--- src/rtl/card_pwr_seq_pkg.sv ---
package card_pwr_seq_pkg;

    typedef enum logic [2:0] {
        PH_IDLE      = 3'd0,
        PH_EN_DRAIN  = 3'd1,
        PH_EN_FALL   = 3'd2,
        PH_EN_RAMP   = 3'd3,
        PH_EN_PULSE  = 3'd4,
        PH_EN_TAIL   = 3'd5,
        PH_DIS_DRAIN = 3'd6,
        PH_DIS_FALL  = 3'd7
    } phase_e;

    typedef struct packed {
        phase_e     phase;
        logic [1:0] vcc;
        logic [1:0] vpp;
        logic       crst;
        logic       busy;
        logic       done;
    } seq_state_t;

    function automatic logic is_enabling(phase_e p);
        return (p == PH_EN_DRAIN) || (p == PH_EN_FALL) || (p == PH_EN_RAMP) ||
               (p == PH_EN_PULSE) || (p == PH_EN_TAIL);
    endfunction

endpackage

--- src/rtl/card_pwr_seq_timer.sv ---
module card_pwr_seq_timer #(
    parameter int CW = 8
) (
    input  logic          clk,
    input  logic          rst_n,
    input  logic          load,
    input  logic [CW-1:0] load_val,
    output logic          expired
);
    logic [CW-1:0] cnt_d, cnt_q;

    always_comb begin
        cnt_d = cnt_q;
        if (load)
            cnt_d = load_val;
        else if (cnt_q != '0)
            cnt_d = cnt_q - 1'b1;
    end

    always_ff @(posedge clk or negedge rst_n) begin
        if (!rst_n) cnt_q <= '0;
        else        cnt_q <= cnt_d;
    end

    assign expired = (cnt_q == '0);
endmodule

--- src/rtl/card_pwr_seq_req.sv ---
module card_pwr_seq_req
    import card_pwr_seq_pkg::*;
(
    input  logic   en_req,
    input  logic   dis_req,
    input  logic   card_gone,
    input  phase_e phase,
    output logic   go_en,
    output logic   go_dis
);
    logic want_down;
    logic idle;

    always_comb begin
        want_down = dis_req | card_gone;
        idle      = (phase == PH_IDLE);
        // power-down is accepted from idle or to abort a power-up
        go_dis    = want_down && (idle || is_enabling(phase));
        // power-up only from idle and only when no power-down competes
        go_en     = en_req && idle && !want_down;
    end
endmodule

--- src/rtl/card_pwr_seq_fsm.sv ---
module card_pwr_seq_fsm
    import card_pwr_seq_pkg::*;
#(
    parameter int            CW          = 8,
    parameter logic [1:0]    VCC_OFF     = 2'b00,
    parameter logic [1:0]    VCC_ON      = 2'b01,
    parameter logic [1:0]    VPP_OFF     = 2'b00,
    parameter logic [CW-1:0] LD_DRAIN    = '0,
    parameter logic [CW-1:0] LD_FALL_EN  = '0,
    parameter logic [CW-1:0] LD_RAMP     = '0,
    parameter logic [CW-1:0] LD_RST      = '0,
    parameter logic [CW-1:0] LD_TAIL     = '0,
    parameter logic [CW-1:0] LD_FALL_DIS = '0
) (
    input  logic          clk,
    input  logic          rst_n,
    input  logic          go_en,
    input  logic          go_dis,
    input  logic          expired,
    output logic          load,
    output logic [CW-1:0] load_val,
    output phase_e        phase,
    output logic [1:0]    vcc_sel,
    output logic [1:0]    vpp_sel,
    output logic          card_rst,
    output logic          busy,
    output logic          done
);
    seq_state_t st_d, st_q;

    always_comb begin
        st_d      = st_q;
        st_d.done = 1'b0;
        load      = 1'b0;
        load_val  = '0;
        if (go_dis) begin
            st_d.phase = PH_DIS_DRAIN;
            st_d.vcc   = VCC_OFF;
            st_d.vpp   = VPP_OFF;
            st_d.crst  = 1'b0;
            st_d.busy  = 1'b1;
            load       = 1'b1;
            load_val   = LD_DRAIN;
        end else if (go_en) begin
            st_d.phase = PH_EN_DRAIN;
            st_d.vcc   = VCC_OFF;
            st_d.vpp   = VPP_OFF;
            st_d.crst  = 1'b0;
            st_d.busy  = 1'b1;
            load       = 1'b1;
            load_val   = LD_DRAIN;
        end else if (expired) begin
            unique case (st_q.phase)
                PH_EN_DRAIN: begin
                    st_d.phase = PH_EN_FALL;
                    load       = 1'b1;
                    load_val   = LD_FALL_EN;
                end
                PH_EN_FALL: begin
                    st_d.phase = PH_EN_RAMP;
                    st_d.vcc   = VCC_ON;
                    load       = 1'b1;
                    load_val   = LD_RAMP;
                end
                PH_EN_RAMP: begin
                    st_d.phase = PH_EN_PULSE;
                    st_d.crst  = 1'b1;
                    load       = 1'b1;
                    load_val   = LD_RST;
                end
                PH_EN_PULSE: begin
                    st_d.phase = PH_EN_TAIL;
                    st_d.crst  = 1'b0;
                    load       = 1'b1;
                    load_val   = LD_TAIL;
                end
                PH_DIS_DRAIN: begin
                    st_d.phase = PH_DIS_FALL;
                    load       = 1'b1;
                    load_val   = LD_FALL_DIS;
                end
                PH_EN_TAIL, PH_DIS_FALL: begin
                    st_d.phase = PH_IDLE;
                    st_d.busy  = 1'b0;
                    st_d.done  = 1'b1;
                end
                default: begin
                    st_d.phase = PH_IDLE;
                end
            endcase
        end
    end

    always_ff @(posedge clk or negedge rst_n) begin
        if (!rst_n) begin
            st_q.phase <= PH_IDLE;
            st_q.vcc   <= VCC_OFF;
            st_q.vpp   <= VPP_OFF;
            st_q.crst  <= 1'b0;
            st_q.busy  <= 1'b0;
            st_q.done  <= 1'b0;
        end else begin
            st_q <= st_d;
        end
    end

    assign phase    = st_q.phase;
    assign vcc_sel  = st_q.vcc;
    assign vpp_sel  = st_q.vpp;
    assign card_rst = st_q.crst;
    assign busy     = st_q.busy;
    assign done     = st_q.done;
endmodule

--- src/rtl/card_pwr_seq.sv ---
module card_pwr_seq
    import card_pwr_seq_pkg::*;
#(
    parameter int unsigned TICKS_PER_US = 100,
    parameter int unsigned DRAIN_US     = 20000,
    parameter int unsigned FALL_EN_US   = 400000,
    parameter int unsigned RAMP_US      = 420000,
    parameter int unsigned RST_US       = 10,
    parameter int unsigned TAIL_US      = 20000,
    parameter int unsigned FALL_DIS_US  = 300000,
    parameter logic [1:0]  VCC_OFF_CODE = 2'b00,
    parameter logic [1:0]  VCC_ON_CODE  = 2'b01,
    parameter logic [1:0]  VPP_OFF_CODE = 2'b00
) (
    input  logic       clk,
    input  logic       rst_n,
    input  logic       en_req,
    input  logic       dis_req,
    input  logic       card_gone,
    output logic [1:0] vcc_sel,
    output logic [1:0] vpp_sel,
    output logic       card_rst,
    output logic       busy,
    output logic       done
);
    localparam int unsigned M1      = (DRAIN_US > FALL_EN_US) ? DRAIN_US : FALL_EN_US;
    localparam int unsigned M2      = (RAMP_US > RST_US) ? RAMP_US : RST_US;
    localparam int unsigned M3      = (TAIL_US > FALL_DIS_US) ? TAIL_US : FALL_DIS_US;
    localparam int unsigned M12     = (M1 > M2) ? M1 : M2;
    localparam int unsigned MAX_US  = (M12 > M3) ? M12 : M3;
    localparam int unsigned MAX_TK  = MAX_US * TICKS_PER_US;
    localparam int          CW      = (MAX_TK < 2) ? 1 : $clog2(MAX_TK);

    localparam logic [CW-1:0] LD_DRAIN    = CW'(DRAIN_US    * TICKS_PER_US - 1);
    localparam logic [CW-1:0] LD_FALL_EN  = CW'(FALL_EN_US  * TICKS_PER_US - 1);
    localparam logic [CW-1:0] LD_RAMP     = CW'(RAMP_US     * TICKS_PER_US - 1);
    localparam logic [CW-1:0] LD_RST      = CW'(RST_US      * TICKS_PER_US - 1);
    localparam logic [CW-1:0] LD_TAIL     = CW'(TAIL_US     * TICKS_PER_US - 1);
    localparam logic [CW-1:0] LD_FALL_DIS = CW'(FALL_DIS_US * TICKS_PER_US - 1);

    logic          go_en, go_dis, expired, load;
    logic [CW-1:0] load_val;
    phase_e        phase;

    card_pwr_seq_req u_req (
        .en_req    (en_req),
        .dis_req   (dis_req),
        .card_gone (card_gone),
        .phase     (phase),
        .go_en     (go_en),
        .go_dis    (go_dis)
    );

    card_pwr_seq_timer #(.CW(CW)) u_timer (
        .clk      (clk),
        .rst_n    (rst_n),
        .load     (load),
        .load_val (load_val),
        .expired  (expired)
    );

    card_pwr_seq_fsm #(
        .CW          (CW),
        .VCC_OFF     (VCC_OFF_CODE),
        .VCC_ON      (VCC_ON_CODE),
        .VPP_OFF     (VPP_OFF_CODE),
        .LD_DRAIN    (LD_DRAIN),
        .LD_FALL_EN  (LD_FALL_EN),
        .LD_RAMP     (LD_RAMP),
        .LD_RST      (LD_RST),
        .LD_TAIL     (LD_TAIL),
        .LD_FALL_DIS (LD_FALL_DIS)
    ) u_fsm (
        .clk      (clk),
        .rst_n    (rst_n),
        .go_en    (go_en),
        .go_dis   (go_dis),
        .expired  (expired),
        .load     (load),
        .load_val (load_val),
        .phase    (phase),
        .vcc_sel  (vcc_sel),
        .vpp_sel  (vpp_sel),
        .card_rst (card_rst),
        .busy     (busy),
        .done     (done)
    );
endmodule

--- config.mk ---
export PLATFORM = sky130hd
export DESIGN_NAME = card_pwr_seq
export DESIGN_NICKNAME = d
export VERILOG_FILES = /design/src/rtl/card_pwr_seq_pkg.sv /design/src/rtl/card_pwr_seq_timer.sv /design/src/rtl/card_pwr_seq_req.sv /design/src/rtl/card_pwr_seq_fsm.sv /design/src/rtl/card_pwr_seq.sv
export SDC_FILE = /design/constraint.sdc
export NUM_CORES = 1
export LEC_CHECK = 0
export BUFFER_PORTS_ARGS = -buffer_cell sky130_fd_sc_hd__clkbuf_2
export CAP_MARGIN = 15
export CORE_MARGIN = 2
export CORE_UTILIZATION = 50
export CTS_CLUSTER_SIZE = 10
export DETAILED_ROUTE_END_ITERATION = 10
export GPL_TIMING_DRIVEN = 0
export PLACE_DENSITY_LB_ADDON = 0.12
export SYNTH_ARGS = -nofsm -noshare
export SYNTH_HDL_FRONTEND = slang
export SYNTH_HIERARCHICAL = 1
export SYNTH_SLANG_ARGS = --single-unit
export TNS_END_PERCENT = 10
--- constraint.sdc ---
create_clock -name clk -period 6.3 [get_ports clk]
set_input_delay 1.26 -clock clk [delete_from_list [all_inputs] [get_ports clk]]
set_output_delay 1.26 -clock clk [all_outputs]
set_load 0.05 [all_outputs]
==> results.cfg <==
[grt]
grt_max_degree = 34
grtUsageTotal_pct = 20.9
grt_pass1_wl_mm = 7.99
antenna_found_initial = 0
gr-total-overflow = 0
grt_pass1_vias = 1656

[routing]
routed_wl_mm = 4.79
avgViaCountPerCell = 5.65
wire_per_inst_um = 15.0
first_pass_iters = 4
ant_nets = 0
drc_errors = 0
drt_iter0_drc = 133
vias = 1807

[placement]
portBuffers = 8
dpl.hpwl_mm = 3.45
gp_congestion = 0.854

[cts]
path_clk_slew_ns = 0.06
ctsHoldBuffers = 0
clkSinkCount = 33
clk_latency_ns = 0.29
cts_setup_buffers = 0
cts_tree = yes
cts_root_buffer = clkbuf_8
cts_made_buffers = 5
clockBufferDepth = 2
h-tree-depth = 2
ctsResizeCount = 0

[logic_synthesis]
netlist_area_sq_um = 2160
synth_most_common_cell = nand2_1
synth_cells = 252
synth-edff-count = 0
yosys-top-cells-count = nand2_1, dfrtp_1, nor2_1
synth_top_area_cell = dfrtp_1
async_flop_share_pct = 100
ys_types = 51
synth-seq-cells = 33
synth_top_area_share_pct = 38.3
ys_seq_area_share_pct = 38.3
yosysWarnings = 6
synth_ff_type = dfrtp_1
synth.avg_cell_area_sq_um = 8.56
synth_area_leaders = dfrtp_1, nand2_1, buf_4

[finish]
antennaDiodeCount = 0
utilization_pct = 57.7
syn2layout_area_growth_pct = 9.28
final_layout_size_suffix_gt1_share_pct = 18.1
nNetsFinal = 276

[floorplan]
num_rows = 23
core_area_sq_um = 4090
start_util_pct = 52.8
die_y_um = 69.7
dieArea_sq_um = 4860
die_w_um = 69.7
ioPinCount = 12

[critical_path]
crit_path_top_delay_cell = o21ai_1
start_kind = flip-flop
crit_buf_inv = 4
critical_path_class = reg2reg
max_stage_delay_ns = 0.75
endpoint_kind = flip-flop
cp.arrival_ns = 4.07
critPathTopFamily = simple AND/OR/NAND/NOR gates
required_ns = 6.53
cp_cell_sequence = inv_1, ha_1, or4b_1, buf_2, nor4_1, and3_1, nand2_1, o21ai_1, clkbuf_1, clkbuf_1, nand2_1, nand3_1
crit_fanout = 12

[timing]
drv_slew = 0
hold_viol = 0
setup_viol = 0
hold_ws_ns = 0.494
min_period_ns = 3.84
max_freq_mhz = 260
max_slew.worst_pin.slew_ns = 0.958
relSlewSlack_pct = 35.7
rsz0062_at_grt = no
fin_tns_setup_ns = 0
skew_ns = 0.00674
min_period_over_period_pct = 61.0

[pwr]
p_leak_nw = 0.974
p_per_area_nw_per_um2 = 167
ir_worst_vdd_mv = 0.157
p_total_mw = 0.395

[run_status]
outcome = finished clean

[job]
drv_cap = 0

[min_path]
hold_path_class = reg2reg
-- worst paths after layout --
| path | cells after the start | from | slack [ns] | to |
|---|---|---|---|---|
| max | 12 | u_timer/cnt_q[0] | 2.46 | u_timer/cnt_q[25] |
| min | 1 | u_fsm/vcc_sel[0] | 0.49 | u_fsm/vcc_sel[0] |
| max reg2reg | 12 | u_timer/cnt_q[0] | 2.46 | u_timer/cnt_q[25] |
| min reg2reg | 1 | u_fsm/vcc_sel[0] | 0.49 | u_fsm/vcc_sel[0] |
| max in group asynchronous | 1 | rst_n | 4.71 | u_timer/cnt_q[22] |
| min in group asynchronous | 1 | rst_n | 1.05 | u_timer/cnt_q[20] |
-- cells by family (layout without fill, tap and decap cells) --
group,Yosys count,count (layout),share of synthesized area [%]
AO/OA/AOI/OAI,46,46,13.7
XOR/XNOR,19,19,7.71
adder cells (fa/ha/maj),1,1,0.580
buffers and inverters,33,48,9.05
flip-flops,33,33,38.3
multiplexers,7,7,3.36
other,1,4,0.174
AND/OR/NAND/NOR,112,112,27.1
-- state kept, by name (all words and copies together) (netlist names) --
| register | cells |
|---|---|
| u_fsm/card_rst | 1 |
| u_timer/cnt_q | 26 |
| u_fsm/vcc_sel | 1 |
| u_fsm/done | 1 |
| u_fsm/phase | 3 |
| u_fsm/busy | 1 |
-- final cells by class --
class / instances / area, sq um
timing repair buffer: 8 / 40.0
fill: 393 / 1730
clock buffer: 7 / 86.3
buffer: 26 / 169
tap: 50 / 62.6
sequential: 33 / 826
inverter: 7 / 26.3
multi-input combinational: 189 / 1150
-- placed cells by master (no fill, tap or decap), types with 2 or more instances in the layout --
master	count
buf_4	17
nand3_1	5
or4b_1	3
xnor2_1	13
nand4_1	3
nor4_1	6
and2_1	2
dfrtp_1	33
nand2b_1	3
nor2b_1	4
o21ai_0	14
o31ai_1	6
o21a_1	2
mux2i_1	5
inv_1	5
nand2_1	37
mux2_2	2
o21bai_1	2
conb_1	4
nor2_1	21
and3_1	2
nor3_1	12
or3_1	5
or2_2	2
clkbuf_2	8
buf_2	6
xor2_1	6
clkbuf_1	4
clkbuf_8	6
o21ai_1	2
a21oi_1	8
-- report_power, final --
group	switching, mW	total [mW]	internal, mW
clock network	0.0760	0.163	0.0866
registers	0.000939	0.214	0.213
logic	0.0131	0.0182	0.00501
-- through the flow --
stage / instances / area (sq um) / setup WS [ns]
after floorplan: 255 / 2170 / 3.06
after global routing: 320 / 2360 / 2.15
after CTS: 320 / 2360 / 2.44
after detailed placement: 313 / 2270 / 2.45
after global placement: 313 / 2270 / 1.88
final: 320 / 2360 / 2.46
-- per-layer routing --
metal	global-route usage (%)	wire (um)	part of all wire, %	vias up
li1	-	-	-	896
met4	8.97	82	1.7	0
met1	28.4	2280	47	863
met5	0	0	0	-
met3	3.49	224	4.7	7
met2	33.0	2210	46	41
Note: power is estimated with default switching activity, not from simulation.
